<file path="src/rtl/sdtm_pkg.sv">
package sdtm_pkg;
  localparam int N_WATCH = 5;
  localparam int N_BITS  = 7;

  typedef enum int {
    W_RESP   = 0,
    W_CRCTOK = 1,
    W_CRCBSY = 2,
    W_READ   = 3,
    W_BUSY   = 4
  } watch_e;

  typedef enum int {
    B_RESP_N = 0,
    B_RESP_A = 1,
    B_CRCTOK = 2,
    B_CRCBSY = 3,
    B_READ   = 4,
    B_BUSY_N = 5,
    B_BUSY_A = 6
  } bit_e;
endpackage

</file>
<file path="src/rtl/sdtm_period.sv">
module sdtm_period #(
  parameter int BASE_LOG = 13,
  parameter int TOP_W    = 4,
  parameter int CW       = 29
) (
  input  logic [TOP_W-1:0] top_i,
  output logic [CW-1:0]    limit_o,
  output logic             en_o
);
  localparam logic [TOP_W-1:0] TOP_OFF = '1;

  assign en_o    = (top_i != TOP_OFF);
  assign limit_o = CW'(1) << (BASE_LOG + int'(top_i));
endmodule

</file>
<file path="src/rtl/sdtm_watch.sv">
module sdtm_watch #(
  parameter int CW = 29
) (
  input  logic          clk_i,
  input  logic          rst_ni,
  input  logic          srst_i,
  input  logic          arm_i,
  input  logic          stop_i,
  input  logic          tick_i,
  input  logic          en_i,
  input  logic [CW-1:0] limit_i,
  output logic          expire_o
);
  logic          armed_q;
  logic [CW-1:0] cnt_q;
  logic [CW-1:0] cnt_inc;
  logic          step;

  assign cnt_inc  = cnt_q + CW'(1);
  assign step     = armed_q & tick_i & en_i & ~arm_i & ~stop_i & ~srst_i;
  assign expire_o = step & (cnt_inc == limit_i);

  always_ff @(posedge clk_i or negedge rst_ni) begin
    if (!rst_ni) begin
      armed_q <= 1'b0;
      cnt_q   <= '0;
    end else if (srst_i) begin
      armed_q <= 1'b0;
      cnt_q   <= '0;
    end else if (arm_i) begin
      armed_q <= 1'b1;
      cnt_q   <= '0;
    end else if (stop_i) begin
      armed_q <= 1'b0;
    end else if (step) begin
      if (expire_o) armed_q <= 1'b0;
      else          cnt_q   <= cnt_inc;
    end
  end
endmodule

</file>
<file path="src/rtl/sd_timeout_monitor.sv">
module sd_timeout_monitor
  import sdtm_pkg::*;
#(
  parameter int BASE_LOG   = 13,
  parameter int RESP_LIMIT = 640
) (
  input  logic       clk_i,
  input  logic       rst_ni,
  input  logic       clk_en_i,
  input  logic       srst_i,
  input  logic       cmd_wr_i,
  input  logic [3:0] top_i,
  input  logic       cmd_sent_i,
  input  logic       auto_stop_i,
  input  logic       rd_cmd_i,
  input  logic       resp_rcvd_i,
  input  logic       wr_blk_sent_i,
  input  logic       crc_tok_rcvd_i,
  input  logic       rd_blk_rcvd_i,
  input  logic       rd_last_i,
  input  logic       rd_wait_i,
  input  logic       rd_wait_exit_i,
  input  logic       r1b_rcvd_i,
  input  logic       dat0_i,
  output logic [6:0] to_bits_o,
  output logic       resp_to_o,
  output logic       data_to_o
);
  localparam int TOP_W = 4;
  localparam int CW    = BASE_LOG + (1 << TOP_W);

  logic [CW-1:0]      data_lim;
  logic               data_en;
  logic [N_WATCH-1:0] arm, stop, en, expire;
  logic [CW-1:0]      lim [N_WATCH];
  logic               auto_q;
  logic [N_BITS-1:0]  bits_q, bits_set;
  logic               released;

  sdtm_period #(.BASE_LOG(BASE_LOG), .TOP_W(TOP_W), .CW(CW)) u_period (
    .top_i  (top_i),
    .limit_o(data_lim),
    .en_o   (data_en)
  );

  assign released = clk_en_i & dat0_i;

  always_comb begin
    for (int i = 0; i < N_WATCH; i++) begin
      lim[i] = data_lim;
      en[i]  = data_en;
    end
    lim[W_RESP] = CW'(RESP_LIMIT);
    en[W_RESP]  = 1'b1;

    arm[W_RESP]    = cmd_sent_i;
    stop[W_RESP]   = resp_rcvd_i;
    arm[W_CRCTOK]  = wr_blk_sent_i;
    stop[W_CRCTOK] = crc_tok_rcvd_i;
    arm[W_CRCBSY]  = crc_tok_rcvd_i;
    stop[W_CRCBSY] = released;
    arm[W_READ]    = ~rd_wait_i & ((cmd_sent_i & rd_cmd_i) | (rd_blk_rcvd_i & ~rd_last_i)
                                   | rd_wait_exit_i);
    stop[W_READ]   = rd_wait_i | (rd_blk_rcvd_i & rd_last_i) | (cmd_sent_i & ~rd_cmd_i);
    arm[W_BUSY]    = r1b_rcvd_i;
    stop[W_BUSY]   = released;
  end

  for (genvar g = 0; g < N_WATCH; g++) begin : g_watch
    sdtm_watch #(.CW(CW)) u_watch (
      .clk_i   (clk_i),
      .rst_ni  (rst_ni),
      .srst_i  (srst_i),
      .arm_i   (arm[g]),
      .stop_i  (stop[g]),
      .tick_i  (clk_en_i),
      .en_i    (en[g]),
      .limit_i (lim[g]),
      .expire_o(expire[g])
    );
  end

  always_comb begin
    bits_set           = '0;
    bits_set[B_RESP_N] = expire[W_RESP] & ~auto_q;
    bits_set[B_RESP_A] = expire[W_RESP] &  auto_q;
    bits_set[B_CRCTOK] = expire[W_CRCTOK];
    bits_set[B_CRCBSY] = expire[W_CRCBSY];
    bits_set[B_READ]   = expire[W_READ];
    bits_set[B_BUSY_N] = expire[W_BUSY] & ~auto_q;
    bits_set[B_BUSY_A] = expire[W_BUSY] &  auto_q;
  end

  always_ff @(posedge clk_i or negedge rst_ni) begin
    if (!rst_ni) begin
      auto_q <= 1'b0;
      bits_q <= '0;
    end else begin
      if (srst_i)          auto_q <= 1'b0;
      else if (cmd_sent_i) auto_q <= auto_stop_i;
      if (srst_i || cmd_wr_i) bits_q <= '0;
      else                    bits_q <= bits_q | bits_set;
    end
  end

  assign to_bits_o = bits_q;
  assign resp_to_o = bits_q[B_RESP_N] | bits_q[B_RESP_A];
  assign data_to_o = |bits_q[B_BUSY_A:B_CRCTOK];
endmodule

</file>
<file path="config.mk">
export PLATFORM = sky130hd
export DESIGN_NAME = sd_timeout_monitor
export DESIGN_NICKNAME = d
export VERILOG_FILES = /design/src/rtl/sdtm_pkg.sv /design/src/rtl/sdtm_period.sv /design/src/rtl/sdtm_watch.sv /design/src/rtl/sd_timeout_monitor.sv
export SDC_FILE = /design/constraint.sdc
export NUM_CORES = 1
export LEC_CHECK = 0
export BUFFER_PORTS_ARGS = -buffer_cell sky130_fd_sc_hd__buf_4
export CAP_MARGIN = 20
export CORE_ASPECT_RATIO = 0.5
export CORE_UTILIZATION = 50
export CTS_CLUSTER_DIAMETER = 80
export DETAILED_ROUTE_END_ITERATION = 7
export PLACE_DENSITY = 0.68
export SLEW_MARGIN = 10
export SYNTH_ARGS = -nofsm -noshare
export SYNTH_HDL_FRONTEND = slang
export SYNTH_HIERARCHICAL = 1
export SYNTH_SLANG_ARGS = --single-unit
</file>
<file path="constraint.sdc">
create_clock -name clk_i -period 3 [get_ports clk_i]
set_input_delay 0.3 -clock clk_i [delete_from_list [all_inputs] [get_ports clk_i]]
set_output_delay 0.3 -clock clk_i [all_outputs]
set_load 0.03 [all_outputs]
</file>
==> flow_summary.toml, run 1 <==
[outcome]
status = "complete, but fails checks"
violations = "negative setup slack"

[synth]
postSynthCellCount = 1646
synthArstFlopShare = 1.00
synth-edff-count = 0
synthFlopType = "dfrtp_1"
synthTopCellsByCount = "158 x dfrtp_1, 148 x a21oi_1, 112 x nand2_1"
synth_area_leaders = "dfrtp_1 28%, xor2_1 5.7%, a21oi_1 5.3%"
seq_area_frac_synth = 0.284
syn_area_mm2 = 0.0139
synth_most_common_cell = "dfrtp_1"
ys_ff_latch = 158
netlist.area_leader.share = 0.284
syn_avg_cell_area_um2 = 8.47
ys_warn_count = 6
yosysTopAreaCell = "dfrtp_1"
ys_types = 62

[clocking]
cts_buffers = 17
cts_tree = "yes"
htree_levels = 4
clkSinkCount = 158
cts_root_buf = "clkbuf_16"
clock_path_buffers = 2
path_clk_slew_ns = 0.07
clk_latency_ns = 0.46

[worst_setup_path]
start_kind = "flop"
rr_worst_depth = 12
crit_type = "reg2reg"
r2r-end = "g_watch[3].u_watch/cnt_q[16]"
cp.required_ns = 3.36
reg2reg_from = "g_watch[3].u_watch/cnt_q[0]"
crit_fanout = 7
r2r_slack_ns = -0.21
critPathArrivalTime_ns = 3.58
endpoint_kind = "flop"
startpoint = "g_watch[3].u_watch/cnt_q[0]"

[grt]
first_global_vias = 13300
grt_use_met1 = 0.458
grt_usage = 0.320
top_usage_layer = "met2"
antenna_found_initial = 0
grt_max_degree = 64
grt_pass1_wl_um = 71900
overflow = 0
grtUsageMet3 = 0.0465
met2_usage = 0.488

[pwr]
p_int_w = 0.00346
swShare = 0.291
pwr-share-clk = 0.426
worst_ir_drop_vdd_mv = 0.427
power_w = 0.00488
powerDensity_mw_per_mm2 = 258
p_leak_nw = 7.53
seq_power_share = 0.438
p_comb_frac = 0.136
switching_power_w = 0.00142

[finish]
drive_gt1_frac = 0.339
final_cell_area_mm2 = 0.0189
fin_util = 0.702
diodes = 0
stdcell_count = 2344
area_growth_pct = 35.4
fin_nets = 1983

[die]
rows = 42
io_pins = 30
initial_core_util = 0.518
fp.dieW_um = 238
die-area_mm2 = 0.0286
die_h_um = 120
core-area_mm2 = 0.0269

[sta]
worstMarginPinSlew_ns = 0.796
fmax_mhz = 311
setup_viol = 140
setup_ws_ns = -0.214
fin_crit_sh = 1.07
rsz0062_at_grt = "yes"
slew_headroom = 0.469
hold_viol_final = 0
fin_crit_ns = 3.21
drv_slew = 0
clock_skew_ns = 0.0112
fin_tns_setup_ns = -11.83

[job]
maxCapViolCount = 0

[route]
avgRoutedWirePerCell_um = 21.1
vias = 14900
viasPerCell = 6.34
totalWireLength_um = 49400
first_iter_violations = 1441
drtPass1Iterations = 6
ant_nets = 0
drc = 0

[placed_design]
dp.cells = 2214
placed_area_mm2 = 0.0161
hpwl_um = 32000
gp_congestion = 0.982
port-buffer-count = 29

[hold_path]
hold_class = "in2reg"
holdPathStages = 2
holdPathEnd = "to_bits_o[6]"
worstHoldStart = "cmd_wr_i"
per-layer routing:
layer	vias to the layer above	part of all wire	wire length, µm
li1	6799	-	-
met1	7260	0.44	21600
met2	679	0.45	22000
met3	121	0.084	4150
met4	0	0.034	1700
met5	-	0	0
cells by family after synthesis:
family / count (synthesis) / share of synthesized area
AO/OA/AOI/OAI: 435 / 0.208
XOR/XNOR: 175 / 0.113
adder cells (fa/ha/maj): 5 / 0.00449
buffers and inverters: 169 / 0.0592
flip-flops: 158 / 0.284
multiplexers: 1 / 0.000718
other: 3 / 0.000808
AND/OR/NAND/NOR: 700 / 0.330
sequential cells by signal, indices dropped and copies added, names as in the netlist:
signal                   count
auto_q                       1
g_watch.u_watch/armed_q      5
g_watch.u_watch/cnt_q      145
to_bits_o                    7
placed cells by master (no fill, tap or decap), drive strengths merged, types with 22 or more instances in the layout:
master	Yosys	final
a21oi	148	148
a31oi	31	31
buf	77	332
clkbuf	35	34
conb	3	58
dfrtp	158	158
inv	57	59
nand2	112	112
nand3	60	60
nand4	66	66
nor2	48	48
nor2b	22	22
nor3	58	58
nor4	26	26
o21ai	116	116
o31ai	45	45
or3	105	105
or4	70	70
xnor2	85	85
xor2	90	90
cell type report:
| type | count | area, µm² |
|---|---|---|
| Multi-Input combinational cell | 1374 | 10500 |
| Sequential cell | 158 | 3960 |
| Clock buffer | 18 | 439 |
| Clock inverter | 14 | 95.1 |
| Fill cell | 2035 | 8030 |
| Timing Repair Buffer | 349 | 3210 |
| Inverter | 57 | 214 |
| Tap cell | 374 | 468 |
stage by stage:
step / hold slack (ns) / worst slack (ns)
3_3_place_gp: 0.336 / -0.0483
5_1_grt: 0.0637 / -0.337
4_1_cts: 0.0511 / -0.0981
3_5_place_dp: 0.342 / -0.109
2_1_floorplan: 0.00441 / -0.000385
6_report: 0.0696 / -0.214
worst max path at each step:
stage	end	slack, ns	depth (start not counted)
floorplan	g_watch[2].u_watch/cnt_q[9]	-0.0004	12
global placement	g_watch[1].u_watch/cnt_q[21]	-0.05	11
detailed placement	g_watch[2].u_watch/cnt_q[0]	-0.11	12
CTS	g_watch[1].u_watch/cnt_q[18]	-0.1	11
global route	g_watch[3].u_watch/cnt_q[11]	-0.34	14
finish	g_watch[3].u_watch/cnt_q[16]	-0.21	12
what timing repair did:
action                                  in CTS  in global routing
hold endpoints to repair                    60                  0
endpoints found under the setup margin     123                156
gates cloned                                 4                 24
buffers inserted                            24                 52
hold buffers                                 1                  0
gates resized for setup                     48                221
pin swaps                                   28                157
critical path, cell delays in order (launching register included):
cell and delay, ns:
dfrtp_1 0.40, buf_6 0.13, nand3_4 0.08, or4_4 0.50, or4_4 0.61, xnor2_4 0.17, a2111oi_4 0.27, nand4_4 0.16
o21ai_4 0.20, buf_6 0.18, clkbuf_16 0.16, o21ai_0 0.10, a21oi_1 0.16
power groups by stage:
stage	Sequential, W	Combinational [W]	Clock (W)
2_1_floorplan	0.00218	0.000344	0
3_3_place_gp	0.00218	0.000506	0
3_5_place_dp	0.00218	0.000517	0
4_1_cts	0.00214	0.000542	0.00211
5_1_grt	0.00214	0.000704	0.00220
6_report	0.00214	0.000664	0.00208
Power figures use the tool's default switching activity.
==> inputs of run 2 (changes only) <==
- CORE_UTILIZATION: 50 -> 35
- PLACE_DENSITY: 0.68 -> unset
==> run 2 against run 1 <==
The run still ends with negative setup slack left; flip-flop and latch count stayed put; count of clock-buffer cells in the layout up 4; combinational power decreased by 4.1%; critical path type unchanged.
==> flow_summary.toml, run 2 (synthesis results as in run 1) <==
[outcome]
status = "complete, but fails checks"
violations = "negative setup slack"

[clocking]
path_clk_slew_ns = 0.07
clock_path_buffers = 2
cts_root_buf = "clkbuf_16"
cts_buffers = 17
clkSinkCount = 158
htree_levels = 4
clk_latency_ns = 0.45
cts_tree = "yes"

[placed_design]
dp_slack_ns = -0.217
port-buffer-count = 29
gp_congestion = 0.924
placed_area_mm2 = 0.0164
hpwl_um = 30300

[sta]
hold_ws_ns = 0.0500
fin_crit_ns = 3.16
worstMarginPinSlew_ns = 0.782
setup_viol = 140
drv_slew = 0
slew_headroom = 0.479
fmax_mhz = 317
clock_skew_ns = 0.0131
hold_viol_final = 0
setup_ws_ns = -0.155
fin_tns_setup_ns = -11.72
rsz0062_at_grt = "yes"
fin_crit_sh = 1.05

[finish]
area_growth_pct = 34.8
fin_nets = 1958
fin_util = 0.481
layout_common_cells = "267 x buf_4, 153 x dfrtp_1, 111 x nand2_1"
final_cell_area_mm2 = 0.0188
diodes = 0
top_register = "g_watch.u_watch/cnt_q"
largest_reg_flops = 145
layout_commonest_cell = "buf_4"
drive_gt1_frac = 0.317

[worst_setup_path]
r2r_slack_ns = -0.16
start_kind = "flop"
rr_worst_depth = 11
endpoint = "g_watch[2].u_watch/cnt_q[22]"
crit_fanout = 8
endpoint_kind = "flop"
r2r-end = "g_watch[2].u_watch/cnt_q[22]"
reg2reg_from = "g_watch[2].u_watch/cnt_q[8]"
cp.required_ns = 3.30
crit_type = "reg2reg"
critPathArrivalTime_ns = 3.46
startpoint = "g_watch[2].u_watch/cnt_q[8]"

[route]
drtPass1Iterations = 5
ant_nets = 0
totalWireLength_um = 46000
drc = 0
first_iter_violations = 1138
vias = 14000
viasPerCell = 5.67
avgRoutedWirePerCell_um = 18.6

[pwr]
powerDensity_mw_per_mm2 = 272
worst_ir_drop_vdd_mv = 0.279
p_leak_nw = 7.36

[die]
fp.dieW_um = 284
io_pins = 30
rows = 51
die-area_mm2 = 0.0407
core-area_mm2 = 0.0391
die_h_um = 143
initial_core_util = 0.357

[grt]
met2_usage = 0.344
first_global_vias = 12800
grt_use_met1 = 0.290
antenna_found_initial = 0
grtUsageMet3 = 0.0305
grt_max_degree = 51
grt_pass1_wl_um = 69200
top_usage_layer = "met2"
overflow = 0
grt_usage = 0.213

[hold_path]
hold_class = "in2reg"

[job]
maxCapViolCount = 0
[run 2: changes by cell type in the layout (fill, tap and decap cells not counted), moves of 5 or more]
cell,delta
buf_4,-21
or4_1,+10
or4_4,-10
a21oi_1,+5
buf_12,+5
o21ai_0,+5
o21ai_1,-5
[run 2: worst min-delay path by stage]
stage	start	to	slack, ns	cells after the start
floorplan	rst_ni	auto_q	0.004	0
detailed placement	rst_ni	to_bits_o[0]	0.32	1
global route	cmd_wr_i	to_bits_o[1]	0.04	2
global placement	rst_ni	to_bits_o[0]	0.31	1
finish	cmd_wr_i	to_bits_o[1]	0.05	2
CTS	cmd_wr_i	to_bits_o[1]	0.04	2
[run 2: final cells by class]
type                            instances  area [µm²]
Clock buffer                           22         474
Multi-Input combinational cell       1374       10300
Sequential cell                       158        3960
Fill cell                            3714       20300
Timing Repair Buffer                  324        3000
Tap cell                              530         663
Inverter                               57         214
Clock inverter                         10         136
[run 2: where the power goes]
part           switching, W  leakage (nW)  total [W]  internal (W)
logic              0.000393          4.88   0.000637      0.000244
clock network      0.000954         0.292    0.00233       0.00137
registers        0.00000346          2.19    0.00214       0.00214
total               0.00135          7.36    0.00510       0.00375
[run 2: per-layer routing]
metal / part of all wire / wire length [µm]
met5: 0 / 0
met4: 0.031 / 1440
met3: 0.048 / 2200
met2: 0.47 / 21500
met1: 0.45 / 20900
[run 2: timing repair]
action / 4_1_cts / 5_1_grt
pin swaps: 19 / 121
hold buffers: 1 / 0
resized for setup: 33 / 186
gates cloned: 0 / 23
endpoints found under the setup margin: 131 / 155
setup buffers: 14 / 27
hold endpoints to repair: 46 / 0
[run 2: critical path, cell delays in order (launching register included)]
cell	delay (ns)
dfrtp_1	0.39
nand3_4	0.09
or4_4	0.56
or4_4	0.60
xnor2_4	0.16
a2111oi_4	0.35
nand4_4	0.16
o21ai_4	0.25
buf_6	0.15
clkbuf_16	0.14
or4_4	0.12
a21oi_2	0.04
[run 2: per-stage QoR]
step | std cells | power [W]
after floorplan | 1701 | 0.00252
after global placement | 2381 | 0.00270
after detailed placement | 2381 | 0.00270
after CTS | 2428 | 0.00505
after global routing | 2475 | 0.00529
final | 2475 | 0.00510
==> inputs of run 3 (changes only) <==
- RECOVER_POWER: unset -> 100
- clock period: 3 -> 3.7 ns (I/O delays scaled with it)
==> run 3 against run 2 <==
The flow finishes with violations (max-capacitance violations, max-slew violations); first-iteration DRC count grew 7.3%; non-clock buffer count shrank 231; largest power group unchanged; die area is the same; routed wire length shrank 12%; design area shrank 18%; global-route usage shrank 1.2 points; sequential share of layout area grew 4.4 points; maximum frequency shrank 9.8%; flip-flop and latch count is the same; combinational power shrank 35%; sequential power shrank 19%; critical path type unchanged; critical endpoint is now g_watch[2].u_watch/cnt_q[9].
==> flow_summary.toml, run 3 (synthesis results as in run 1) <==
[worst_setup_path]
cp_top_family = "simple AND/OR/NAND/NOR gates"
endpoint_kind = "flop"
cp_common_cell = "or4_4"
crit_fanout = 42
max_stage_delay_ns = 0.61
crit_slowest_cell = "or4_4"
worst-path-buf-inv = 1
crit_type = "reg2reg"
start_kind = "flop"
path_cells = "nand3_4 -> or4_4 -> or4_4 -> xnor2_1 -> a2111oi_2 -> nand4_4 -> o21ai_2 -> buf_12 -> or3_1 -> a21oi_1"
cp.required_ns = 4.01
critPathArrivalTime_ns = 3.81

[clocking]
ctsHoldBuffers = 0
cts_resized = 0
cts_buffers = 17
cts_setup_buffers = 0
htree_levels = 4
path_clk_slew_ns = 0.07
clkSinkCount = 158
cts_root_buf = "clkbuf_16"
cts_tree = "yes"
clock_path_buffers = 2
clk_latency_ns = 0.46

[grt]
grt_pass1_wl_um = 64700
grt_usage = 0.201
grt_max_degree = 83
antenna_found_initial = 0
overflow = 0
first_global_vias = 11600

[finish]
largest_reg_flops = 145
diodes = 0
fin_nets = 1727
layout_commonest_cell = "dfrtp_1"
nFillCells = 4010
layout_common_cells = "158 x dfrtp_1, 148 x a21oi_1, 112 x nand2_1"
area_growth_pct = 11.1
top_register = "g_watch.u_watch/cnt_q"
drive_gt1_frac = 0.122

[route]
drc = 0
drtPass1Iterations = 5
vias = 12800
viasPerCell = 5.71
ant_nets = 0
totalWireLength_um = 40500
avgRoutedWirePerCell_um = 18.1
first_iter_violations = 1221

[sta]
fin_crit_ns = 3.50
hold_ws_ns = 0.106
clock_skew_ns = 0.0108
setup_ws_ns = 0.201
fin_tns_setup_ns = 0
fmax_mhz = 286
drv_slew = 83
worstMarginPinSlew_ns = 2.30
rsz0062_at_grt = "no"
fin_crit_sh = 0.946
setup_viol = 0
slew_headroom = -0.531
hold_viol_final = 0

[pwr]
powerDensity_mw_per_mm2 = 258
worst_ir_drop_vdd_mv = 0.309
p_leak_nw = 5.71

[outcome]
violations = "max-capacitance violations, max-slew violations"
status = "complete, but fails checks"

[placed_design]
gp_congestion = 0.900
hpwl_um = 28400
port-buffer-count = 29
dp_slack_ns = 0.277

[die]
initial_core_util = 0.357
die_h_um = 143
die-area_mm2 = 0.0407
core-area_mm2 = 0.0391
fp.dieW_um = 284
rows = 51
io_pins = 30

[job]
maxCapViolCount = 1

[hold_path]
hold_class = "in2reg"
run 3: changes by cell type in the layout (fill, tap and decap cells not counted), moves of 21 or more:
| cell | change |
|---|---|
| buf_4 | -192 |
| a21oi_1 | +50 |
| a21oi_2 | -49 |
| or3_1 | +29 |
| or3_4 | -29 |
| buf_6 | -21 |
run 3: cell type report:
cell class / instances / area, µm² / area share
inverters: 57 / 214 / 0.0138
repair buffers: 93 / 714 / 0.0461
multi-input cells: 1374 / 9350 / 0.604
flip-flops and latches: 158 / 3950 / 0.255
well taps: 530 / 663 / 0.0428
clock inverters: 8 / 105 / 0.00679
clock buffers: 23 / 488 / 0.0315
run 3: path summary, 6_finish.rpt:
check | from | end | slack, ns | cells after the start
worst max-delay path | g_watch[2].u_watch/cnt_q[7] | g_watch[2].u_watch/cnt_q[9] | 0.20 | 10
worst min-delay path | cmd_wr_i | to_bits_o[1] | 0.11 | 2
worst max register to register | g_watch[2].u_watch/cnt_q[7] | g_watch[2].u_watch/cnt_q[9] | 0.20 | 10
worst min register to register | to_bits_o[3] | to_bits_o[3] | 0.52 | 1
max in group asynchronous | rst_ni | g_watch[4].u_watch/cnt_q[27] | 1.07 | 2
min in group asynchronous | rst_ni | g_watch[0].u_watch/cnt_q[19] | 0.55 | 1
run 3: metrics by stage:
stage / cell area, µm² / cells / power, W / utilization
finish: 15500 / 2243 / 0.00400 / 0.397
global route: 15500 / 2243 / 0.00415 / 0.397
CTS: 15600 / 2243 / 0.00404 / 0.399
detailed placement: 15000 / 2212 / 0.00217 / 0.383
global placement: 15000 / 2212 / 0.00216 / 0.383
floorplan: 14100 / 1701 / 0.00204 / -
run 3: where the power goes:
| group | leakage, nW | internal [W] | switching, W |
|---|---|---|---|
| sequential | 2.20 | 0.00173 | 0.00000288 |
| combinational | 3.22 | 0.000132 | 0.000282 |
| clock | 0.282 | 0.00106 | 0.000787 |
| total | 5.71 | 0.00293 | 0.00107 |
run 3: per-layer routing:
layer,up-vias,global-route usage,routed length (µm)
met5,-,0,0
met2,326,0.321,18400
met1,6170,0.275,19100
met4,0,0.0767,1080
li1,6255,-,-
met3,59,0.0288,1920
